--- config.mk ---
export PLATFORM = sky130hd
export DESIGN_NAME = bstx_top
export DESIGN_NICKNAME = d
export VERILOG_FILES = /design/src/rtl/bstx_pkg.sv /design/src/rtl/bstx_sync.sv /design/src/rtl/bstx_tick.sv /design/src/rtl/bstx_fifo.sv /design/src/rtl/bstx_shift.sv /design/src/rtl/bstx_top.sv
export SDC_FILE = /design/constraint.sdc
export NUM_CORES = 1
export LEC_CHECK = 0
export BUFFER_PORTS_ARGS = -buffer_cell sky130_fd_sc_hd__buf_4
export CAP_MARGIN = 40
export CORE_MARGIN = 2
export CORE_UTILIZATION = 45
export DETAILED_ROUTE_END_ITERATION = 12
export SETUP_SLACK_MARGIN = 0.1
export SLEW_MARGIN = 10
export SYNTH_ARGS = -nofsm -noshare
export SYNTH_HDL_FRONTEND = slang
export SYNTH_SLANG_ARGS = --single-unit
--- constraint.sdc ---
create_clock -name clk -period 5.07 [get_ports clk]
set_input_delay 1.014 -clock clk [delete_from_list [all_inputs] [get_ports clk]]
set_output_delay 1.014 -clock clk [all_outputs]
set_load 0.02 [all_outputs]
--- src/rtl/bstx_pkg.sv ---
package bstx_pkg;

  typedef enum logic {
    CLK_SRC_GPIO = 1'b0,
    CLK_SRC_RX   = 1'b1
  } clk_src_e;

  typedef enum logic {
    EDGE_RISE = 1'b0,
    EDGE_FALL = 1'b1
  } clk_edge_e;

endpackage

--- src/rtl/bstx_sync.sv ---
module bstx_sync #(
  parameter int WIDTH  = 1,
  parameter int STAGES = 2
) (
  input  logic             clk,
  input  logic             rst,
  input  logic [WIDTH-1:0] d,
  output logic [WIDTH-1:0] q
);

  logic [STAGES-1:0][WIDTH-1:0] stg;

  always_ff @(posedge clk) begin
    if (rst) stg <= '0;
    else     stg <= {stg[STAGES-2:0], d};
  end

  assign q = stg[STAGES-1];

endmodule

--- src/rtl/bstx_tick.sv ---
module bstx_tick
  import bstx_pkg::*;
#(
  parameter int SYNC_STAGES = 2
) (
  input  logic clk,
  input  logic rst,
  input  logic cfg_clk_src,
  input  logic cfg_edge_fall,
  input  logic gp_clk,
  input  logic rx_clk,
  input  logic fsync_in,
  output logic tick,
  output logic fs_smp
);

  clk_src_e  src;
  clk_edge_e edg;
  logic      raw_clk;
  logic [1:0] synced;
  logic      clk_prev;
  logic      rise, fall;

  assign src = clk_src_e'(cfg_clk_src);
  assign edg = clk_edge_e'(cfg_edge_fall);
  assign raw_clk = (src == CLK_SRC_RX) ? rx_clk : gp_clk;

  // frame sync travels with the clock so both see equal latency
  bstx_sync #(.WIDTH(2), .STAGES(SYNC_STAGES)) u_sync (
    .clk (clk),
    .rst (rst),
    .d   ({fsync_in, raw_clk}),
    .q   (synced)
  );

  always_ff @(posedge clk) begin
    if (rst) clk_prev <= 1'b0;
    else     clk_prev <= synced[0];
  end

  assign rise   = synced[0] & ~clk_prev;
  assign fall   = ~synced[0] & clk_prev;
  assign tick   = (edg == EDGE_FALL) ? fall : rise;
  assign fs_smp = synced[1];

endmodule

--- src/rtl/bstx_fifo.sv ---
module bstx_fifo #(
  parameter  int W       = 16,
  parameter  int DEPTH   = 30,
  localparam int LEVEL_W = $clog2(DEPTH + 1)
) (
  input  logic               clk,
  input  logic               rst,
  input  logic               push,
  input  logic [2*W-1:0]     push_data,
  input  logic               pop,
  output logic [W-1:0]       head,
  output logic               empty,
  output logic [LEVEL_W-1:0] level,
  output logic               full_flag
);

  localparam int PAIRS = DEPTH / 2;
  localparam int RD_W  = $clog2(DEPTH);
  localparam int PR_W  = RD_W - 1;

  // two single-port banks: low halves and high halves of each write
  logic [W-1:0] bank_lo [PAIRS];
  logic [W-1:0] bank_hi [PAIRS];

  logic [PR_W-1:0]    wr_pair;
  logic [RD_W-1:0]    rd_idx;
  logic [PR_W-1:0]    rd_pair;
  logic               accept;
  logic               pop_ok;
  logic [LEVEL_W-1:0] level_nxt;

  assign accept  = push && (level <= LEVEL_W'(DEPTH - 2));
  assign pop_ok  = pop && (level != '0);
  assign rd_pair = rd_idx[RD_W-1:1];
  assign empty   = (level == '0);
  assign head    = rd_idx[0] ? bank_hi[rd_pair] : bank_lo[rd_pair];

  assign level_nxt = level + (accept ? LEVEL_W'(2) : LEVEL_W'(0))
                           - (pop_ok ? LEVEL_W'(1) : LEVEL_W'(0));

  always_ff @(posedge clk) begin
    if (accept) begin
      bank_lo[wr_pair] <= push_data[W-1:0];
      bank_hi[wr_pair] <= push_data[2*W-1:W];
    end
  end

  always_ff @(posedge clk) begin
    if (rst) begin
      wr_pair   <= '0;
      rd_idx    <= '0;
      level     <= '0;
      full_flag <= 1'b0;
    end else begin
      if (accept)
        wr_pair <= (wr_pair == PR_W'(PAIRS - 1)) ? '0 : wr_pair + PR_W'(1);
      if (pop_ok)
        rd_idx <= (rd_idx == RD_W'(DEPTH - 1)) ? '0 : rd_idx + RD_W'(1);
      level     <= level_nxt;
      full_flag <= (level_nxt > LEVEL_W'(DEPTH - 2));
    end
  end

endmodule

--- src/rtl/bstx_shift.sv ---
module bstx_shift #(
  parameter int W = 16
) (
  input  logic         clk,
  input  logic         rst,
  input  logic         tick,
  input  logic         fs_smp,
  input  logic         cfg_lsb_first,
  input  logic         fifo_empty,
  input  logic [W-1:0] head,
  output logic         pop,
  output logic         ser_out,
  output logic         underrun_flag
);

  localparam int CW = $clog2(W + 1);

  logic [W-1:0]  sh;
  logic [CW-1:0] left;
  logic          lsb_q;
  logic          load;
  logic [W-1:0]  word;

  assign load = tick && fs_smp;
  assign pop  = load && !fifo_empty;
  assign word = fifo_empty ? '0 : head;

  always_ff @(posedge clk) begin
    if (rst) begin
      sh            <= '0;
      left          <= '0;
      lsb_q         <= 1'b0;
      ser_out       <= 1'b0;
      underrun_flag <= 1'b0;
    end else if (load) begin
      lsb_q   <= cfg_lsb_first;
      ser_out <= cfg_lsb_first ? word[0] : word[W-1];
      sh      <= cfg_lsb_first ? (word >> 1) : (word << 1);
      left    <= CW'(W - 1);
      if (fifo_empty) underrun_flag <= 1'b1;
    end else if (tick) begin
      if (left != '0) begin
        ser_out <= lsb_q ? sh[0] : sh[W-1];
        sh      <= lsb_q ? (sh >> 1) : (sh << 1);
        left    <= left - CW'(1);
      end else begin
        ser_out <= 1'b0;
      end
    end
  end

endmodule

--- src/rtl/bstx_top.sv ---
module bstx_top #(
  parameter  int WORD_W      = 16,
  parameter  int FIFO_DEPTH  = 30,
  parameter  int SYNC_STAGES = 2,
  localparam int LEVEL_W     = $clog2(FIFO_DEPTH + 1)
) (
  input  logic                clk,
  input  logic                rst,
  input  logic                wr_en,
  input  logic [2*WORD_W-1:0] wr_data,
  input  logic                cfg_clk_src,
  input  logic                cfg_edge_fall,
  input  logic                cfg_lsb_first,
  input  logic                gp_clk,
  input  logic                rx_clk,
  input  logic                fsync_in,
  output logic                ser_out,
  output logic [LEVEL_W-1:0]  fifo_level,
  output logic                full_flag,
  output logic                underrun_flag
);

  logic              tick;
  logic              fs_smp;
  logic              pop;
  logic              empty;
  logic [WORD_W-1:0] head;

  bstx_tick #(.SYNC_STAGES(SYNC_STAGES)) u_tick (
    .clk           (clk),
    .rst           (rst),
    .cfg_clk_src   (cfg_clk_src),
    .cfg_edge_fall (cfg_edge_fall),
    .gp_clk        (gp_clk),
    .rx_clk        (rx_clk),
    .fsync_in      (fsync_in),
    .tick          (tick),
    .fs_smp        (fs_smp)
  );

  bstx_fifo #(.W(WORD_W), .DEPTH(FIFO_DEPTH)) u_fifo (
    .clk       (clk),
    .rst       (rst),
    .push      (wr_en),
    .push_data (wr_data),
    .pop       (pop),
    .head      (head),
    .empty     (empty),
    .level     (fifo_level),
    .full_flag (full_flag)
  );

  bstx_shift #(.W(WORD_W)) u_shift (
    .clk           (clk),
    .rst           (rst),
    .tick          (tick),
    .fs_smp        (fs_smp),
    .cfg_lsb_first (cfg_lsb_first),
    .fifo_empty    (empty),
    .head          (head),
    .pop           (pop),
    .ser_out       (ser_out),
    .underrun_flag (underrun_flag)
  );

endmodule

==> run_summary.xml <==
<?xml version="1.0" encoding="UTF-8"?>
<metrics>
  <group name="synth">
    <metric name="ys_ff_latch" unit="">528</metric>
    <metric name="synth_nets" unit="">1282</metric>
    <metric name="yosys_warnings" unit="">0</metric>
    <metric name="ys_types" unit="">68</metric>
    <metric name="netlist_area" unit="um^2">21350</metric>
    <metric name="async_set_reset_flop_share_out_of_synthesis" unit="%">0</metric>
    <metric name="postSynthAreaPerCell" unit="um^2">17.38</metric>
    <metric name="seq_area_frac_synth" unit="%">72.03</metric>
    <metric name="synthFlopType" unit="">edfxtp_1</metric>
    <metric name="edff_count_synth" unit="">480</metric>
    <metric name="syn_inst" unit="">1228</metric>
  </group>
  <group name="clocking">
    <metric name="tritoncts" unit="">built</metric>
    <metric name="cts_sinks" unit="">528</metric>
    <metric name="cts_root_buffer" unit="">clkbuf_16</metric>
    <metric name="deepest_level_of_the_cts_h_tree" unit="">2</metric>
    <metric name="cts.path.max_buffers" unit="">3</metric>
    <metric name="postcts_resize_cnt" unit="">0</metric>
    <metric name="numCtsBuffers" unit="">54</metric>
    <metric name="number_of_setup_buffers_added_after_cts" unit="">0</metric>
    <metric name="clk_transition_reported_paths" unit="ns">0.06</metric>
    <metric name="cts_hold_buf" unit="">0</metric>
    <metric name="clock_insertion_delay_worst_skew" unit="ns">0.61</metric>
  </group>
  <group name="drt">
    <metric name="num_vias" unit="">11300</metric>
    <metric name="antenna_violating_nets_post_route" unit="">0</metric>
    <metric name="drt-pass1-iter-count" unit="">9</metric>
    <metric name="detail_route.wl_per_cell" unit="um">25.11</metric>
    <metric name="remaining_drc_errors" unit="">6</metric>
    <metric name="drt_iter0_drc" unit="">1204</metric>
    <metric name="vias_per_cell" unit="">5.782</metric>
    <metric name="routed_wirelength" unit="um">49090</metric>
  </group>
  <group name="sta">
    <metric name="fin_tns_setup" unit="ns">0</metric>
    <metric name="clock-skew-final" unit="ns">0.01743</metric>
    <metric name="finalCriticalPeriod" unit="ns">3.162</metric>
    <metric name="slew-limit-headroom" unit="%">40.31</metric>
    <metric name="timing.fmax" unit="GHz">0.3163</metric>
    <metric name="rsz_0062_raised_after_global_routing" unit="">no</metric>
    <metric name="finalHoldViolCount" unit="">0</metric>
    <metric name="tightestPinTransition" unit="ns">0.8941</metric>
    <metric name="final_min_period_over_clock_period" unit="%">62.36</metric>
    <metric name="finalSetupViolCount" unit="">0</metric>
    <metric name="drv_slew" unit="">0</metric>
  </group>
  <group name="floorplan">
    <metric name="placement_rows" unit="">79</metric>
    <metric name="starting_utilization_of_the_core_area" unit="%">45.75</metric>
    <metric name="dieHeight" unit="um">221.8</metric>
    <metric name="core-area" unit="um^2">46650</metric>
    <metric name="top_level_ports" unit="">49</metric>
    <metric name="floorplan.die_area" unit="um^2">49190</metric>
    <metric name="die_w" unit="um">221.8</metric>
  </group>
  <group name="critical_path">
    <metric name="path_common_cell" unit="">nand2_1</metric>
    <metric name="timing.critical_path.fanout_max" unit="">18</metric>
    <metric name="cpPeakStageDelay" unit="ns">0.67</metric>
    <metric name="endpoint_kind" unit="">register</metric>
    <metric name="worstPathArrival" unit="ns">3.42</metric>
    <metric name="kind_of_start_point_of_the_critical_path" unit="">register</metric>
    <metric name="rr_worst_depth" unit="">7</metric>
    <metric name="crit_path_top_delay_cell" unit="">nor2_4</metric>
    <metric name="crit_path_cell_trace" unit="">ha_1 &gt; nand2_1 &gt; o311ai_0 &gt; nand2_1 &gt; or3_1 &gt; nor2_4 &gt; buf_4</metric>
    <metric name="critical_path_class" unit="">reg -&gt; reg</metric>
    <metric name="required" unit="ns">5.33</metric>
  </group>
  <group name="finish">
    <metric name="seq_area" unit="um^2">15390</metric>
    <metric name="antenna_cells" unit="">0</metric>
    <metric name="syn2layout_area_growth" unit="%">13.62</metric>
    <metric name="multiInputGateArea" unit="um^2">5542</metric>
    <metric name="drive_gt1_share" unit="%">21.59</metric>
    <metric name="fin_cells" unit="">1955</metric>
    <metric name="filler_cell_count" unit="">3756</metric>
    <metric name="final_net_count" unit="">1359</metric>
  </group>
  <group name="grt">
    <metric name="globalRoute.totalOverflow" unit="">0</metric>
    <metric name="global_route.usage.met2" unit="%">31.38</metric>
    <metric name="via_count_of_the_first_global_routing_pass" unit="">11240</metric>
    <metric name="groute.layer.met3.usage" unit="%">3.644</metric>
    <metric name="grt_util_all_layers" unit="%">20.15</metric>
    <metric name="antenna_found_initial" unit="">1</metric>
    <metric name="use_met1" unit="%">28.91</metric>
    <metric name="largest_net_degree_at_the_start_of_global_routing" unit="">69</metric>
    <metric name="top_usage_layer" unit="">met2</metric>
    <metric name="grt_pass1_wl" unit="um">73400</metric>
  </group>
  <group name="status">
    <metric name="status" unit="">finished, violations left</metric>
    <metric name="failed_checks" unit="">design-rule violations</metric>
  </group>
  <group name="placement">
    <metric name="post-dp-hpwl" unit="um">28910</metric>
    <metric name="placed_cells_incl_taps" unit="">1856</metric>
    <metric name="portBuffers" unit="">48</metric>
    <metric name="place.gp.congestion" unit="">0.8281</metric>
  </group>
  <group name="hold_path">
    <metric name="holdPathStages" unit="">1</metric>
    <metric name="worst_hold_class" unit="">reg -&gt; reg</metric>
  </group>
  <group name="power_and_ir_drop">
    <metric name="vdd_ir_drop_max" unit="uV">225.1</metric>
    <metric name="static_leakage" unit="nW">7.500</metric>
    <metric name="total_power" unit="mW">9.158</metric>
    <metric name="power_density" unit="nW/um^2">377.6</metric>
  </group>
  <group name="job">
    <metric name="drv.max_cap_violation_count" unit="">0</metric>
  </group>
</metrics>
-- power by group --
group	leakage, nW	internal (mW)	switching, mW	total (mW)
sequential	4.73	4.82	0.0332	4.85
clock	0.856	2.26	1.63	3.90
combinational	1.91	0.156	0.257	0.413
-- layer usage --
layer | vias up | wire, um
met4 | 2 | 1254
li1 | 5058 | -
met1 | 5787 | 21860
met3 | 89 | 3054
met5 | - | 16
met2 | 367 | 22900
-- state kept, by name, indices dropped and copies added (netlist names), named ones only --
name and flops:
u_fifo.bank_hi 240, u_fifo.bank_lo 240, u_shift.sh 16, u_fifo.level 5, u_fifo.rd_idx 5, u_shift.left 5, u_fifo.wr_pair 4, u_tick.u_sync.q 2
u_tick.u_sync.stg 2, u_fifo.full_flag 1, u_shift.lsb_q 1, u_shift.ser_out 1, u_shift.underrun_flag 1, u_tick.clk_prev 1
-- kinds of logic (layout without fill, tap and decap cells) --
family | count (synthesis) | in the layout | share of synthesized area [%]
AO/OA/AOI/OAI | 195 | 195 | 6.096
AND/OR/NAND/NOR | 202 | 202 | 4.689
buffers and inverters | 86 | 206 | 2.503
XOR/XNOR | 10 | 10 | 0.4103
flip-flops | 528 | 528 | 72.03
multiplexers | 194 | 194 | 13.48
adder cells (fa/ha/maj) | 13 | 13 | 0.7972
-- cell usage in the layout (no fill, tap or decap), types with 5 or more instances in the layout --
master     netlist  routed
a311oi_1        10      10
clkinv_2         0      11
a211oi_1        38      38
or2_2            6       6
xor2_1           6       6
nand2b_1        12      12
ha_1            12      12
nand3_1          6       6
o21ai_0         39      39
clkbuf_16        0      54
nor3_1          13       7
buf_4           12      83
clkinv_1         2      14
a21oi_1         33      33
bufinv_16        0       5
edfxtp_1       480     480
o221ai_1         6       6
nand2_1         48      48
inv_1           15      15
clkbuf_1        18       7
mux2i_1        104     104
dfxtp_1         48      45
nor3_2           1       7
mux2_2          17      17
nor2_4           1       9
nor2_1          64      56
o22ai_1         20      20
nor2b_1         28      28
o211ai_1         9       9
mux4_2          73      73
-- worst max-delay path, delay by kind of cell (launching register included) --
kind / cells / cell delay (ns)
simple gates: 4 / 1.50
buf+inv: 1 / 0.47
flops: 1 / 0.40
compound gates: 1 / 0.27
fa+ha+maj: 1 / 0.17
-- cells in the mapped netlist (3+ instances only) --
| library cell | count | area share, % |
|---|---|---|
| o31ai_1 | 4 | 0.14 |
| inv_1 | 15 | 0.26 |
| edfxtp_1 | 480 | 68 |
| a22oi_1 | 4 | 0.14 |
| o211ai_1 | 9 | 0.32 |
| clkbuf_1 | 18 | 0.32 |
| and2_1 | 3 | 0.088 |
| buf_6 | 14 | 0.74 |
| o21bai_1 | 4 | 0.14 |
| a211oi_1 | 38 | 1.3 |
| xor2_1 | 6 | 0.25 |
| a21oi_1 | 33 | 0.77 |
| nand2_1 | 48 | 0.84 |
| mux4_2 | 73 | 7.7 |
| nor4_1 | 4 | 0.12 |
| o21ai_0 | 39 | 0.91 |
| mux2_2 | 17 | 0.90 |
| o22ai_1 | 20 | 0.59 |
| a32oi_1 | 3 | 0.12 |
| nand3_1 | 6 | 0.14 |
| o221ai_1 | 6 | 0.25 |
| nor3_1 | 13 | 0.30 |
| nor4b_1 | 3 | 0.12 |
| buf_4 | 12 | 0.42 |
| a21o_1 | 3 | 0.11 |
| ha_1 | 12 | 0.70 |
| mux2i_1 | 104 | 4.9 |
| or2_2 | 6 | 0.18 |
| nand2b_1 | 12 | 0.35 |
| a311oi_1 | 10 | 0.41 |
| xnor2_1 | 4 | 0.16 |
| a31oi_1 | 4 | 0.12 |
| nor2_1 | 64 | 1.1 |
| nor2b_1 | 28 | 0.82 |
| dfxtp_1 | 48 | 4.5 |
| buf_2 | 18 | 0.42 |
-- metrics by stage --
stage / utilization, % / setup slack, ns / area (um^2) / hold WS (ns)
2_1_floorplan: - / 0.7405 / 21350 / 0.4138
3_3_place_gp: 48.02 / 1.532 / 22400 / 0.4286
3_5_place_dp: 48.25 / 1.430 / 22510 / 0.4352
4_1_cts: 51.98 / 1.913 / 24250 / 0.4534
5_1_grt: 51.98 / 1.739 / 24250 / 0.4621
6_report: 51.98 / 1.908 / 24250 / 0.4457
-- area by class of cell --
class | instances | area share (%)
sequential | 528 | 63.44
multi-input combinational | 614 | 22.85
clock buffer | 65 | 5.907
tap | 607 | 3.132
timing repair buffer | 88 | 3.106
clock inverter | 34 | 1.269
inverter | 19 | 0.2941
-- final timing paths --
check	startpoint	to	slack (ns)
min reg2reg	u_tick.u_sync.stg[0]	u_tick.u_sync.q[0]	0.45
max reg2reg	u_fifo.level[2]	u_fifo.bank_hi[4][12]	1.91
max	u_fifo.level[2]	u_fifo.bank_hi[4][12]	1.91
min	u_tick.u_sync.stg[0]	u_tick.u_sync.q[0]	0.45
Note: power is estimated with default switching activity, not from simulation.
